**src/rtl/tgt_pkg.sv**
```systemverilog
package tgt_pkg;
  localparam int DATA_W = 8;
  localparam int SEL_W  = 3;
  localparam int NSEL   = 1 << SEL_W;

  localparam int BIT_MODE = 7;
  localparam int BIT_EN   = 6;
  localparam int BIT_FLAG = 5;

  localparam logic [DATA_W-1:0] CNT_TOP = {DATA_W{1'b1}};

  typedef enum logic {
    ADDR_CTRL = 1'b0,
    ADDR_CNT  = 1'b1
  } reg_addr_e;
endpackage

```
**src/rtl/tgt_prescaler.sv**
```systemverilog
module tgt_prescaler
  import tgt_pkg::*;
#(
  parameter int          PRESC_W  = 8,
  parameter logic [31:0] DIV_LOG2 = 32'h8654_3210
) (
  input  logic             clk,
  input  logic             rst,
  input  logic [SEL_W-1:0] sel,
  output logic             tick
);
  logic [PRESC_W-1:0] presc;
  logic [NSEL-1:0]    tick_vec;

  always_ff @(posedge clk) begin
    if (rst) presc <= '0;
    else     presc <= presc + 1'b1;
  end

  for (genvar k = 0; k < NSEL; k++) begin : g_tap
    localparam int unsigned SH = int'(DIV_LOG2[4*k +: 4]);
    localparam logic [PRESC_W-1:0] MASK = PRESC_W'((32'd1 << SH) - 32'd1);
    assign tick_vec[k] = ((presc & MASK) == MASK);
  end

  assign tick = tick_vec[sel];
endmodule

```
**src/rtl/tgt_counter.sv**
```systemverilog
module tgt_counter
  import tgt_pkg::*;
(
  input  logic              clk,
  input  logic              rst,
  input  logic              en,
  input  logic              tick,
  input  logic              wr_cnt,
  input  logic [DATA_W-1:0] wdata,
  output logic [DATA_W-1:0] cnt,
  output logic              ovf_pulse
);
  logic hit;
  logic hit_q;

  always_ff @(posedge clk) begin
    if (rst) begin
      cnt <= '0;
    end else if (wr_cnt) begin
      cnt <= wdata;
    end else if (en && tick) begin
      cnt <= cnt + 1'b1;
    end
  end

  assign hit = en && (cnt == CNT_TOP);

  always_ff @(posedge clk) begin
    if (rst) hit_q <= 1'b0;
    else     hit_q <= hit;
  end

  assign ovf_pulse = hit && !hit_q;

  AST_WRITE_WINS: assert property (@(posedge clk) disable iff (rst)
    wr_cnt |=> cnt == $past(wdata));

  AST_HOLD_DISABLED: assert property (@(posedge clk) disable iff (rst)
    (!en && !wr_cnt) |=> $stable(cnt));

  AST_STEP_ONE: assert property (@(posedge clk) disable iff (rst)
    (en && !wr_cnt) |=> (cnt == $past(cnt) || cnt == $past(cnt) + 8'd1));
endmodule

```
**src/rtl/tgt_ctrl.sv**
```systemverilog
module tgt_ctrl
  import tgt_pkg::*;
(
  input  logic              clk,
  input  logic              rst,
  input  logic              wr_ctrl,
  input  logic              rd_en,
  input  logic              rd_addr,
  input  logic [DATA_W-1:0] wdata,
  input  logic [DATA_W-1:0] cnt,
  input  logic              ovf_pulse,
  output logic              mode,
  output logic              en,
  output logic [SEL_W-1:0]  sel,
  output logic              irq_o,
  output logic [DATA_W-1:0] rdata
);
  logic             flag;
  logic             flag_d;
  logic             mode_d;
  logic             en_d;
  logic [SEL_W-1:0] sel_d;
  logic             unused_bits;

  assign unused_bits = ^wdata[BIT_FLAG-1:SEL_W];

  always_comb begin
    mode_d = mode;
    en_d   = en;
    sel_d  = sel;
    flag_d = flag;
    if (wr_ctrl) begin
      mode_d = wdata[BIT_MODE];
      en_d   = wdata[BIT_EN];
      sel_d  = wdata[SEL_W-1:0];
      if (!wdata[BIT_FLAG]) flag_d = 1'b0;
    end
    if (ovf_pulse && !mode) flag_d = 1'b1;
  end

  always_ff @(posedge clk) begin
    if (rst) begin
      mode  <= 1'b0;
      en    <= 1'b0;
      sel   <= '0;
      flag  <= 1'b0;
      irq_o <= 1'b0;
    end else begin
      mode  <= mode_d;
      en    <= en_d;
      sel   <= sel_d;
      flag  <= flag_d;
      irq_o <= flag_d && !mode_d;
    end
  end

  always_ff @(posedge clk) begin
    if (rst) begin
      rdata <= '0;
    end else if (rd_en) begin
      if (rd_addr == ADDR_CNT) rdata <= cnt;
      else rdata <= {mode, en, flag, {(BIT_FLAG-SEL_W){1'b0}}, sel};
    end
  end

  AST_FLAG_SET: assert property (@(posedge clk) disable iff (rst)
    (ovf_pulse && !mode) |=> flag);

  AST_FLAG_STICKY: assert property (@(posedge clk) disable iff (rst)
    (flag && !wr_ctrl) |=> flag);
endmodule

```
**src/rtl/tgt_reset_pulse.sv**
```systemverilog
module tgt_reset_pulse #(
  parameter int RST_CYCLES = 4
) (
  input  logic clk,
  input  logic rst,
  input  logic trig,
  output logic wd_reset_o
);
  localparam int RW = $clog2(RST_CYCLES + 1);

  logic [RW-1:0] remain;

  always_ff @(posedge clk) begin
    if (rst) begin
      wd_reset_o <= 1'b0;
      remain     <= '0;
    end else if (trig) begin
      wd_reset_o <= 1'b1;
      remain     <= RW'(RST_CYCLES - 1);
    end else if (remain != '0) begin
      remain <= remain - 1'b1;
    end else begin
      wd_reset_o <= 1'b0;
    end
  end

  AST_RST_CAUSE: assert property (@(posedge clk) disable iff (rst)
    $rose(wd_reset_o) |-> $past(trig));
endmodule

```
**src/rtl/tick_guard_timer.sv**
```systemverilog
module tick_guard_timer
  import tgt_pkg::*;
#(
  parameter int          PRESC_W    = 8,
  parameter logic [31:0] DIV_LOG2   = 32'h8654_3210,
  parameter int          RST_CYCLES = 4
) (
  input  logic              clk,
  input  logic              rst,
  input  logic              bus_addr,
  input  logic              bus_wr,
  input  logic              bus_rd,
  input  logic [DATA_W-1:0] bus_wdata,
  output logic [DATA_W-1:0] bus_rdata,
  output logic              irq_o,
  output logic              wd_reset_o
);
  logic              mode;
  logic              en;
  logic [SEL_W-1:0]  sel;
  logic              tick;
  logic [DATA_W-1:0] cnt;
  logic              ovf_pulse;
  logic              wr_cnt;
  logic              wr_ctrl;

  assign wr_cnt  = bus_wr && (bus_addr == ADDR_CNT);
  assign wr_ctrl = bus_wr && (bus_addr == ADDR_CTRL);

  tgt_prescaler #(.PRESC_W(PRESC_W), .DIV_LOG2(DIV_LOG2)) u_presc (
    .clk(clk), .rst(rst), .sel(sel), .tick(tick)
  );

  tgt_counter u_cnt (
    .clk(clk), .rst(rst), .en(en), .tick(tick), .wr_cnt(wr_cnt),
    .wdata(bus_wdata), .cnt(cnt), .ovf_pulse(ovf_pulse)
  );

  tgt_ctrl u_ctrl (
    .clk(clk), .rst(rst), .wr_ctrl(wr_ctrl), .rd_en(bus_rd),
    .rd_addr(bus_addr), .wdata(bus_wdata), .cnt(cnt), .ovf_pulse(ovf_pulse),
    .mode(mode), .en(en), .sel(sel), .irq_o(irq_o), .rdata(bus_rdata)
  );

  tgt_reset_pulse #(.RST_CYCLES(RST_CYCLES)) u_rst (
    .clk(clk), .rst(rst), .trig(ovf_pulse && mode), .wd_reset_o(wd_reset_o)
  );

  AST_NO_IRQ_WD: assert property (@(posedge clk) disable iff (rst)
    (ovf_pulse && mode) |=> !irq_o || $past(irq_o));
endmodule

```
**config.mk**
```make
export PLATFORM = sky130hd
export DESIGN_NAME = tick_guard_timer
export DESIGN_NICKNAME = d
export VERILOG_FILES = /design/src/rtl/tgt_pkg.sv /design/src/rtl/tgt_prescaler.sv /design/src/rtl/tgt_counter.sv /design/src/rtl/tgt_ctrl.sv /design/src/rtl/tgt_reset_pulse.sv /design/src/rtl/tick_guard_timer.sv
export SDC_FILE = /design/constraint.sdc
export NUM_CORES = 1
export LEC_CHECK = 0
export ABC_AREA = 0
export BUFFER_PORTS_ARGS = -buffer_cell sky130_fd_sc_hd__buf_2
export CORE_ASPECT_RATIO = 0.7
export CORE_MARGIN = 4
export CORE_UTILIZATION = 25
export DETAILED_ROUTE_END_ITERATION = 7
export GPL_TIMING_DRIVEN = 0
export HOLD_SLACK_MARGIN = 0.15
export MAX_ROUTING_LAYER = met4
export SETUP_SLACK_MARGIN = 0.1
export SYNTH_ARGS = -nofsm -noshare
export SYNTH_HDL_FRONTEND = slang
export SYNTH_SLANG_ARGS = --single-unit
```
**constraint.sdc**
```tcl
create_clock -name clk -period 2 [get_ports clk]
set_input_delay 0 -clock clk [delete_from_list [all_inputs] [get_ports clk]]
set_output_delay 0 -clock clk [all_outputs]
set_load 0.01 [all_outputs]
```
=== Yosys cells after proc, flatten, opt, wreduce, memory -nomap -nowiden ===
Index checks and enable logic that the tools add are counted.

* Bits in registers: 36
* Logic and storage cells: 53
* Output and inout bits: 10

* Mux-type cells: 13
* Add/subtract/negate cells: 3
* Reduce and logical (&&, ||, !) cells: 15
* Bitwise logic cells: 1
* Order comparisons: 1
* Equality and inequality tests: 8

{| class="wikitable"
|+ Operators by type and width
! kind !! number
|-
| $mux 8 || 3
|-
| $add 8x1->8 const B || 2
|-
| $eq 8x8->1 const B || 2
|-
| $logic_and 1x1->1 || 8
|-
| $mux 1 || 7
|-
| $eq 6x6->1 const B || 1
|-
| $eq 5x5->1 const B || 1
|-
| $eq 4x4->1 const B || 1
|-
| $lt 3x4->1 const B || 1
|-
| $mux 2 || 2
|-
| $reduce_bool 2->1 || 2
|-
| $bmux 1 s3 || 1
|-
| $eq 3x3->1 const B || 1
|-
| $logic_not 1->1 || 3
|-
| $reduce_bool 3->1 || 1
|-
| $sub 3x1->3 const B || 1
|-
| $eq 2x2->1 const B || 1
|-
| $ne 2x1->1 const B || 1
|-
| $reduce_or 2->1 || 1
|-
| $not 1->1 || 1
|}

=== Logic depth before layout (Yosys ltp) ===
Gate-level depths: netlist of the first run.

* Depth in word-level cells: 6
* Gate-level depth with buffers: 9
* Depth with buffers taken out: 9

=== Modules after synthesis ===
From an unflattened synthesis of the first run, not the netlist that was laid out.

* Cell total of the unflattened synthesis: 184
* Area total of the unflattened synthesis: 1719.1 um^2

{| class="wikitable"
|+ By module, submodules not included
! module !! area an instance (um^2) !! cells an instance !! times used
|-
| tgt_ctrl || 610.6 || 58 || 1
|-
| tgt_counter || 496.7 || 58 || 1
|-
| tgt_prescaler || 399.1 || 46 || 1
|-
| tgt_reset_pulse || 190.2 || 19 || 1
|-
| tick_guard_timer || 22.5 || 3 || 1
|}

=== Worst setup path before layout of the first run ===
No wires, ideal clock.

* Path kind: register to register
* Start: register u_presc.presc[0]
* End: register u_cnt.cnt[6]
* Cell stages (with the launch flop): 10
* Setup slack: -0.005 ns
* Path buffers: 0
* Arrival time: 1.917 ns
* Period minus slack after synthesis: 2.005 ns
* Cell sequence: dfxtp_1 -> ha_1 -> nand3_2 -> inv_1 -> ha_1 -> inv_1 -> o2111ai_2 -> nand3_4 -> or4_4 -> a311oi_2

* Longest elaborated chain between the ends: 5
* Elaborated cells between the ends (all ways): 10

{| class="wikitable"
|+ RTL lines
! item !! line !! source
|-
| from (decl) || tgt_prescaler.sv:12 || <nowiki>logic [PRESC_W-1:0] presc;</nowiki>
|-
| from (signal assigned) || tgt_prescaler.sv:17 || <nowiki>else presc <= presc + 1'b1;</nowiki>
|-
| $eq 8x8->1, or another cell as far along || tgt_prescaler.sv:23 || <nowiki>assign tick_vec[k] = ((presc & MASK) == MASK);</nowiki>
|-
| $bmux 1 s3 * || tgt_prescaler.sv:26 || <nowiki>assign tick = tick_vec[sel];</nowiki>
|-
| $mux 1 (not written as such) * || tgt_prescaler.sv:26 ||
|-
| $logic_and 1x1->1 * || tgt_counter.sv:21 || <nowiki>end else if (en && tick) begin</nowiki>
|-
| $reduce_bool 2->1 (no line) * || - ||
|-
| to (signal assigned) || tgt_counter.sv:20 || <nowiki>cnt <= wdata;</nowiki>
|-
| to (signal assigned) || tgt_counter.sv:22 || <nowiki>cnt <= cnt + 1'b1;</nowiki>
|-
| to (decl) || tgt_counter.sv:10 || <nowiki>output logic [DATA_W-1:0] cnt,</nowiki>
|}

Mark *: on every way between the ends. The rest lies on a longest branch, timed or not. The select of a mux whose other input is x is not followed.
A chain may end at the register's enable or synchronous reset.

=== Final worst setup path of the first run ===
* Start: register u_presc.presc[1]
* End: register u_cnt.cnt[5]

Same word-level chain as after synthesis.

==> results of run 1 <==
[cell usage in the layout (no fill, tap or decap), types with 8 or more instances in the layout]
| master | Yosys | final |
|---|---|---|
| sky130_fd_sc_hd__mux2i_1 | 12 | 12 |
| sky130_fd_sc_hd__dfxtp_1 | 36 | 34 |
| sky130_fd_sc_hd__nor2_1 | 23 | 23 |
| sky130_fd_sc_hd__a211oi_1 | 13 | 12 |
| sky130_fd_sc_hd__a21oi_1 | 8 | 8 |
| sky130_fd_sc_hd__buf_2 | 1 | 21 |
| sky130_fd_sc_hd__dlygate4sd3_1 | 0 | 11 |
[worst min path at each step]
stage | start | to | slack (ns) | cells after the start
after floorplan | bus_wdata[6] | u_ctrl.en | 0.14 | 2
after global placement | bus_wdata[0] | u_ctrl.sel[0] | 0.26 | 3
after detailed placement | bus_wdata[0] | u_ctrl.sel[0] | 0.26 | 3
after CTS | bus_wr | u_cnt.cnt[7] | 0.20 | 4
after global routing | bus_wr | u_cnt.cnt[1] | 0.25 | 4
final | bus_wr | u_cnt.cnt[0] | 0.21 | 4
[cell families after synthesis]
| logic type | Yosys count | synth area share |
|---|---|---|
| buf+inv | 16 | 0.04080 |
| mux | 13 | 0.08012 |
| compound gates | 32 | 0.1595 |
| fa+ha+maj | 6 | 0.04451 |
| flops | 36 | 0.4273 |
| simple gates | 64 | 0.2010 |
| xor+xnor | 9 | 0.04674 |
[sequential cells by signal, summed over array words and instances (netlist names)]
| signal | flops |
|---|---|
| u_presc.presc | 8 |
| u_ctrl.flag | 1 |
| u_ctrl.mode | 1 |
| u_ctrl.en | 1 |
| u_ctrl.irq_o | 1 |
| u_cnt.hit_q | 1 |
| u_rst.remain | 3 |
| u_ctrl.rdata | 8 |
| u_ctrl.sel | 3 |
| u_rst.wd_reset_o | 1 |
| u_cnt.cnt | 8 |
[metrics by stage]
stage          hold slack [ns]    util  setup slack (ns)
6_report                0.2129  0.3517          0.008124
5_1_grt                 0.2462  0.3517           -0.1051
4_1_cts                 0.1961  0.3427           0.05425
3_5_place_dp            0.2622  0.3024          -0.05837
3_3_place_gp            0.2648  0.3024          -0.04456
2_1_floorplan           0.1439       -            0.1039
[power groups by stage]
stage	clock (mW)	combinational, mW	sequential, mW
5_1_grt	0.595	0.349	0.826
3_3_place_gp	0	0.273	0.834
3_5_place_dp	0	0.277	0.836
4_1_cts	0.564	0.300	0.818
2_1_floorplan	0	0.209	0.830
6_report	0.547	0.302	0.820
[critical path, stage by stage (launching register included)]
cell and delay, ns:
sky130_fd_sc_hd__dfxtp_2 0.36, sky130_fd_sc_hd__ha_4 0.16, sky130_fd_sc_hd__nand3_4 0.06, sky130_fd_sc_hd__inv_2 0.07, sky130_fd_sc_hd__ha_4 0.12, sky130_fd_sc_hd__inv_2 0.04
sky130_fd_sc_hd__o2111ai_4 0.26, sky130_fd_sc_hd__nand4b_1 0.20, sky130_fd_sc_hd__or3_1 0.40, sky130_fd_sc_hd__a311oi_2 0.25
[what timing repair did]
item	4_1_cts	5_1_grt
buffers inserted	7	3
pin swaps	4	12
cloned	0	0
gates resized for setup	1	9
endpoints found under the hold margin	24	0
hold buffers	11	0
setup endpoints to repair	2	9
[metal layers]
metal | routed length (µm) | vias to the layer above | share of wire | GRT usage
li1 | - | 717 | - | -
met2 | 1500 | 26 | 0.37 | 0.1302
met3 | 189 | 5 | 0.047 | 0.03440
met4 | 41 | 0 | 0.010 | 0.03105
met5 | 0 | - | 0 | -
met1 | 2308 | 648 | 0.57 | 0.1682
[cell type report]
type,instances,area share
buffer,9,0.01891
clock buffer,6,0.03671
clock inverter,2,0.004449
inverter,7,0.01168
multi-input combinational,124,0.4232
sequential,36,0.3226
tap,91,0.05061
timing repair buffer,41,0.1318
==> metrics.txt, run 1 <==
IO Count=23; total of max-cap violations=0; power spent charging and discharging nets=0.4750 mW; initial drt markers=75; slew of the pin with the lowest slew margin=approximately 0.58 ns; critical setup path kind=reg2reg; total chip power=between 1.5 and 2 mW; worst setup path startpoint=u_presc.presc[1]; most used flip-flop cell after synthesis=sky130_fd_sc_hd__dfxtp_1; Mapped Avg Cell Area=9.583 µm²; largest fanout of any net on the critical path=4; # setup viols final=0; overflow left after global routing=0; most frequently used cell type in the post-synthesis netlist=sky130_fd_sc_hd__dfxtp_1; Worst Setup Start Kind=flop; number of standard-cell rows in the floorplan=24; Post-Route Setup TNS=0 ns; switching part of the total power=0.2845; power density normalized to cell area=around 740 nW/µm²; total number of nets in the final design=around 240; capture point of the worst path=u_cnt.cnt[5]; area share of the largest cell type after synthesis=0.4273; HPWL after DPL=slightly below 3000 µm; Max Slew Vio Count=0; via count normalized by instance count=about 4.4; maximum operating frequency=between 0.5 and 0.6 GHz; hold violation total from the final report=0; number of port buffers=20; Die Footprint=about 8000 µm²; clock tree from TritonCTS=done; leading post-synthesis cells by instance count=sky130_fd_sc_hd__dfxtp_1, sky130_fd_sc_hd__nor2_1, sky130_fd_sc_hd__a211oi_1; setup slack on the worst flop-to-flop path=between 0.008 and 0.009 ns; worst endpoint data arrival time=approximately 2.2 ns; Clk network pwr share=0.328; Unique masters post-synth=35; number of nets in the synthesized netlist=approximately 200; depth of the worst register-to-register path=9; global-route usage over all layers=0.1090; total leakage power=~0.9 nW; height of the die=76.72 µm; cell type with the highest aggregate area in the netlist=sky130_fd_sc_hd__dfxtp_1; unrepaired setup endpoints after global routing=yes; minimum period implied by the final worst setup slack=approximately 2 ns; status=complete, no violations; register bit count reported by yosys=36; first-pass GRT wire length=6900 µm; diodes inserted=0; cell count after placement=~290; Register Area=between 700 and 800 µm²; CTS root buf=sky130_fd_sc_hd__clkbuf_8; combinational power share=0.181; initial core utilization=0.2637; Post-Place Cell Area=between 1500 and 2000 µm²; worst flop-to-flop path startpoint=u_presc.presc[1]; layout cell share with drive strength beyond 1=0.2578; DIE WIDTH=around 110 µm; relative area change from synthesis to final layout=33.38%; Min-Delay Path Class=in2reg; footprint of the multi-input gates=about 950 µm²; maximum number of buffers from clock root to sink=2; Req. time, crit path=between 2 and 2.5 ns; number of enable-type register cells in the synthesized netlist=0; finished layout cell area=2250 µm²; total routed wirelength=about 4000 µm; Placer Congestion=0.8297; Internal Pwr Total=around 1.2 mW; pin count of the biggest net entering global routing=12; clock skew after layout=just under 0.006 ns; fraction of power consumed by sequential logic=0.491; worst max-slew margin expressed relative to the limit=0.6162; placeable core region=between 6000 and 7000 µm²; number of nets with antenna violations after routing=0; period utilisation layout=0.9959; Inserted Clock Buffers=5; gate count of the mapped netlist=around 180; Post-synth ARST share=0; clock sinks=36; detailed-routing iteration count for the pre-antenna-repair pass=4; number of remaining DRC errors=0; clock-pin slew reported for the worst setup and hold paths after clock tree synthesis=0.07 ns; part of the Yosys area used for sequential elements=0.4273; Final Non-Filler Cells=316; number of H-tree levels=2; routed via count=roughly 1,400; leading post-synthesis cells by cell area=sky130_fd_sc_hd__dfxtp_1, sky130_fd_sc_hd__mux2i_1, sky130_fd_sc_hd__a211oi_1; endpoint of the lowest-slack register-to-register path=u_cnt.cnt[5]; crit end category=flop; Yosys warning total=0; number of antenna violations at the first check in global routing=0; number of filler instances in the final layout=between 600 and 700; number of global-route vias before repair=between 1,000 and 1,500; detailed-route wire length per cell=12.78 µm; post-synthesis cell area=1687 µm²; Clock Latency Late Sink=around 0.29 ns; IR Drop Worst-Case VDD=~0.00039 V
No activity file was read; power rests on OpenSTA's default activity.
==> run 2: changes to the inputs <==
- clock period: 2 -> 2.5 ns (I/O delays scaled with it)
==> run 2 against run 1 <==
  * Sequential share of layout area up 1.5 points
  * Core utilization down 1.8 points
  * Hold slack worse by 0.0026 ns
  * Fmax down 8.0%
  * Clock skew up 0.0023 ns
  * Register-to-register slack better by 0.33 ns
  * Count of clock-buffer cells in the layout down 1
  * Routed wire length down 9.5%
  * Final area down 5.2%
  * Clock power down 7.7%
  * Critical endpoint is now u_cnt.cnt[6]
==> metrics.txt, run 2 (same netlist as run 1, synthesis figures left out) <==
status=complete, no violations; number of nets with antenna violations after routing=0; total number of nets in the final design=about 230; diodes inserted=0; number of buffers added for setup after CTS=0; worst endpoint data arrival time=around 2.4 ns; met3 Usage GRT=0.03104; CTS root buf=sky130_fd_sc_hd__clkbuf_8; commonest cells after routing, fill and taps aside=sky130_fd_sc_hd__dfxtp_1, sky130_fd_sc_hd__nor2_1, sky130_fd_sc_hd__buf_2; detailed-route wire length per cell=~12 µm; unrepaired setup endpoints after global routing=no; initial core utilization=0.2637; Placer Congestion=around 0.77; number of remaining DRC errors=0; Min-Delay Path Class=in2reg; number of H-tree levels=2; total leakage power=approximately 0.84 nW; Post-Route Setup TNS=0 ns; number of port buffers=20; total chip power=1.387 mW; crit end category=flop; largest fanout of any net on the critical path=5; global-route usage over all layers=0.09704; clock skew after layout=~0.008 ns; pin count of the biggest net entering global routing=13; worst max-slew margin expressed relative to the limit=0.6070; placeable core region=roughly 6400 µm²; critical setup path kind=reg2reg; power density normalized to cell area=between 600 and 700 nW/µm²; number of filler instances in the final layout=roughly 660; Die Footprint=8145 µm²; Max Slew Vio Count=0; maximum number of buffers from clock root to sink=2; Inserted Clock Buffers=5; first-pass GRT wire length=between 6000 and 7000 µm; HPWL after DPL=between 2000 and 3000 µm; global routing usage on met2=0.1188; Clock Latency Late Sink=between 0.2 and 0.3 ns; registers with the most flip-flops=u_cnt.cnt: 8 flops, u_ctrl.rdata: 8 flops, u_presc.presc: 8 flops; number of global-route vias before repair=between 1,000 and 1,500; maximum operating frequency=0.4617 GHz; number of standard-cell rows in the floorplan=24; minimum period implied by the final worst setup slack=2.166 ns; slew of the pin with the lowest slew margin=roughly 0.6 ns; overflow left after global routing=0; PnR worst setup slack=between 0.3 and 0.4 ns; relative area change from synthesis to final layout=26.48%; IO Count=23; number of antenna violations at the first check in global routing=0; via count normalized by instance count=around 4.3; hold violation total from the final report=0; DIE WIDTH=106.2 µm; initial drt markers=37; layout cell share with drive strength beyond 1=0.1860; clock sinks=36; period utilisation layout=0.8663; global-route layer with the greatest usage=met1; commonest non-fill, non-tap cell in the layout=sky130_fd_sc_hd__dfxtp_1; IR Drop Worst-Case VDD=0.0002196 V; height of the die=76.72 µm; clock tree from TritonCTS=done; Place WS=0.2982 ns; share of the core filled with cells in the final layout=0.3335; Worst Setup Start Kind=flop; # setup viols final=0; total of max-cap violations=0; Post-Place Cell Area=~1900 µm²; met1 global-route usage=0.1426; finished layout cell area=approximately 2100 µm²; clock-pin slew reported for the worst setup and hold paths after clock tree synthesis=0.08 ns; Req. time, crit path=~2.7 ns; total routed wirelength=3655 µm; detailed-routing iteration count for the pre-antenna-repair pass=4; routed via count=approximately 1,300
[run 2: changes by cell type in the layout (fill, tap and decap cells not counted), sizes merged]
cell,previous run,this run
buf,32,22
bufinv,0,1
clkinv,2,1
clkbuf,13,12
clkinvlp,0,1
[run 2: critical path, stage by stage (launching register included)]
cell	delay, ns
sky130_fd_sc_hd__dfxtp_1	0.37
sky130_fd_sc_hd__ha_1	0.22
sky130_fd_sc_hd__nand3_2	0.13
sky130_fd_sc_hd__inv_1	0.08
sky130_fd_sc_hd__ha_1	0.15
sky130_fd_sc_hd__inv_1	0.07
sky130_fd_sc_hd__o2111ai_4	0.26
sky130_fd_sc_hd__nand3_4	0.14
sky130_fd_sc_hd__or4_4	0.44
sky130_fd_sc_hd__a311oi_2	0.23
[run 2: cell type report]
cell class / count / area, µm² / area share
clock buffers: 5 / 68.82 / 0.03226
clock inverters: 3 / 42.54 / 0.01994
well taps: 91 / 113.9 / 0.05337
plain buffers: 9 / 42.54 / 0.01994
repair buffers: 31 / 210.2 / 0.09853
multi-input cells: 124 / 908.4 / 0.4258
inverters: 7 / 26.28 / 0.01232
flip-flops and latches: 36 / 720.7 / 0.3378
[run 2: worst paths after layout]
path,cells past startpoint,startpoint,endpoint,slack (ns)
setup / recovery,9,u_presc.presc[0],u_cnt.cnt[6],0.33
hold / removal,4,bus_wr,u_cnt.cnt[7],0.21
setup reg to reg,9,u_presc.presc[0],u_cnt.cnt[6],0.33
hold reg to reg,1,u_presc.presc[0],u_presc.presc[0],0.46
[run 2: stage by stage]
step | hold slack [ns] | instances
global route | 0.2696 | 306
detailed placement | 0.2612 | 287
global placement | 0.2537 | 287
CTS | 0.1966 | 306
finish | 0.2102 | 306
floorplan | 0.1439 | 176
[run 2: timing repair]
item | in CTS | in global routing
hold endpoints to repair | 25 | 0
hold buffers | 11 | 0
resized for setup | 0 | 1
endpoints found under the setup margin | 0 | 1
[run 2: report_power, final]
part / switching, mW / internal, mW
sequential: 0.0343 / 0.619
combinational: 0.120 / 0.109
clock: 0.210 / 0.295
total: 0.364 / 1.02
[run 2: per-layer routing]
| layer | up-vias | routed length, µm |
|---|---|---|
| met5 | - | 0 |
| li1 | 704 | - |
| met4 | 0 | 27 |
| met3 | 2 | 200 |
| met1 | 567 | 2067 |
| met2 | 28 | 1359 |
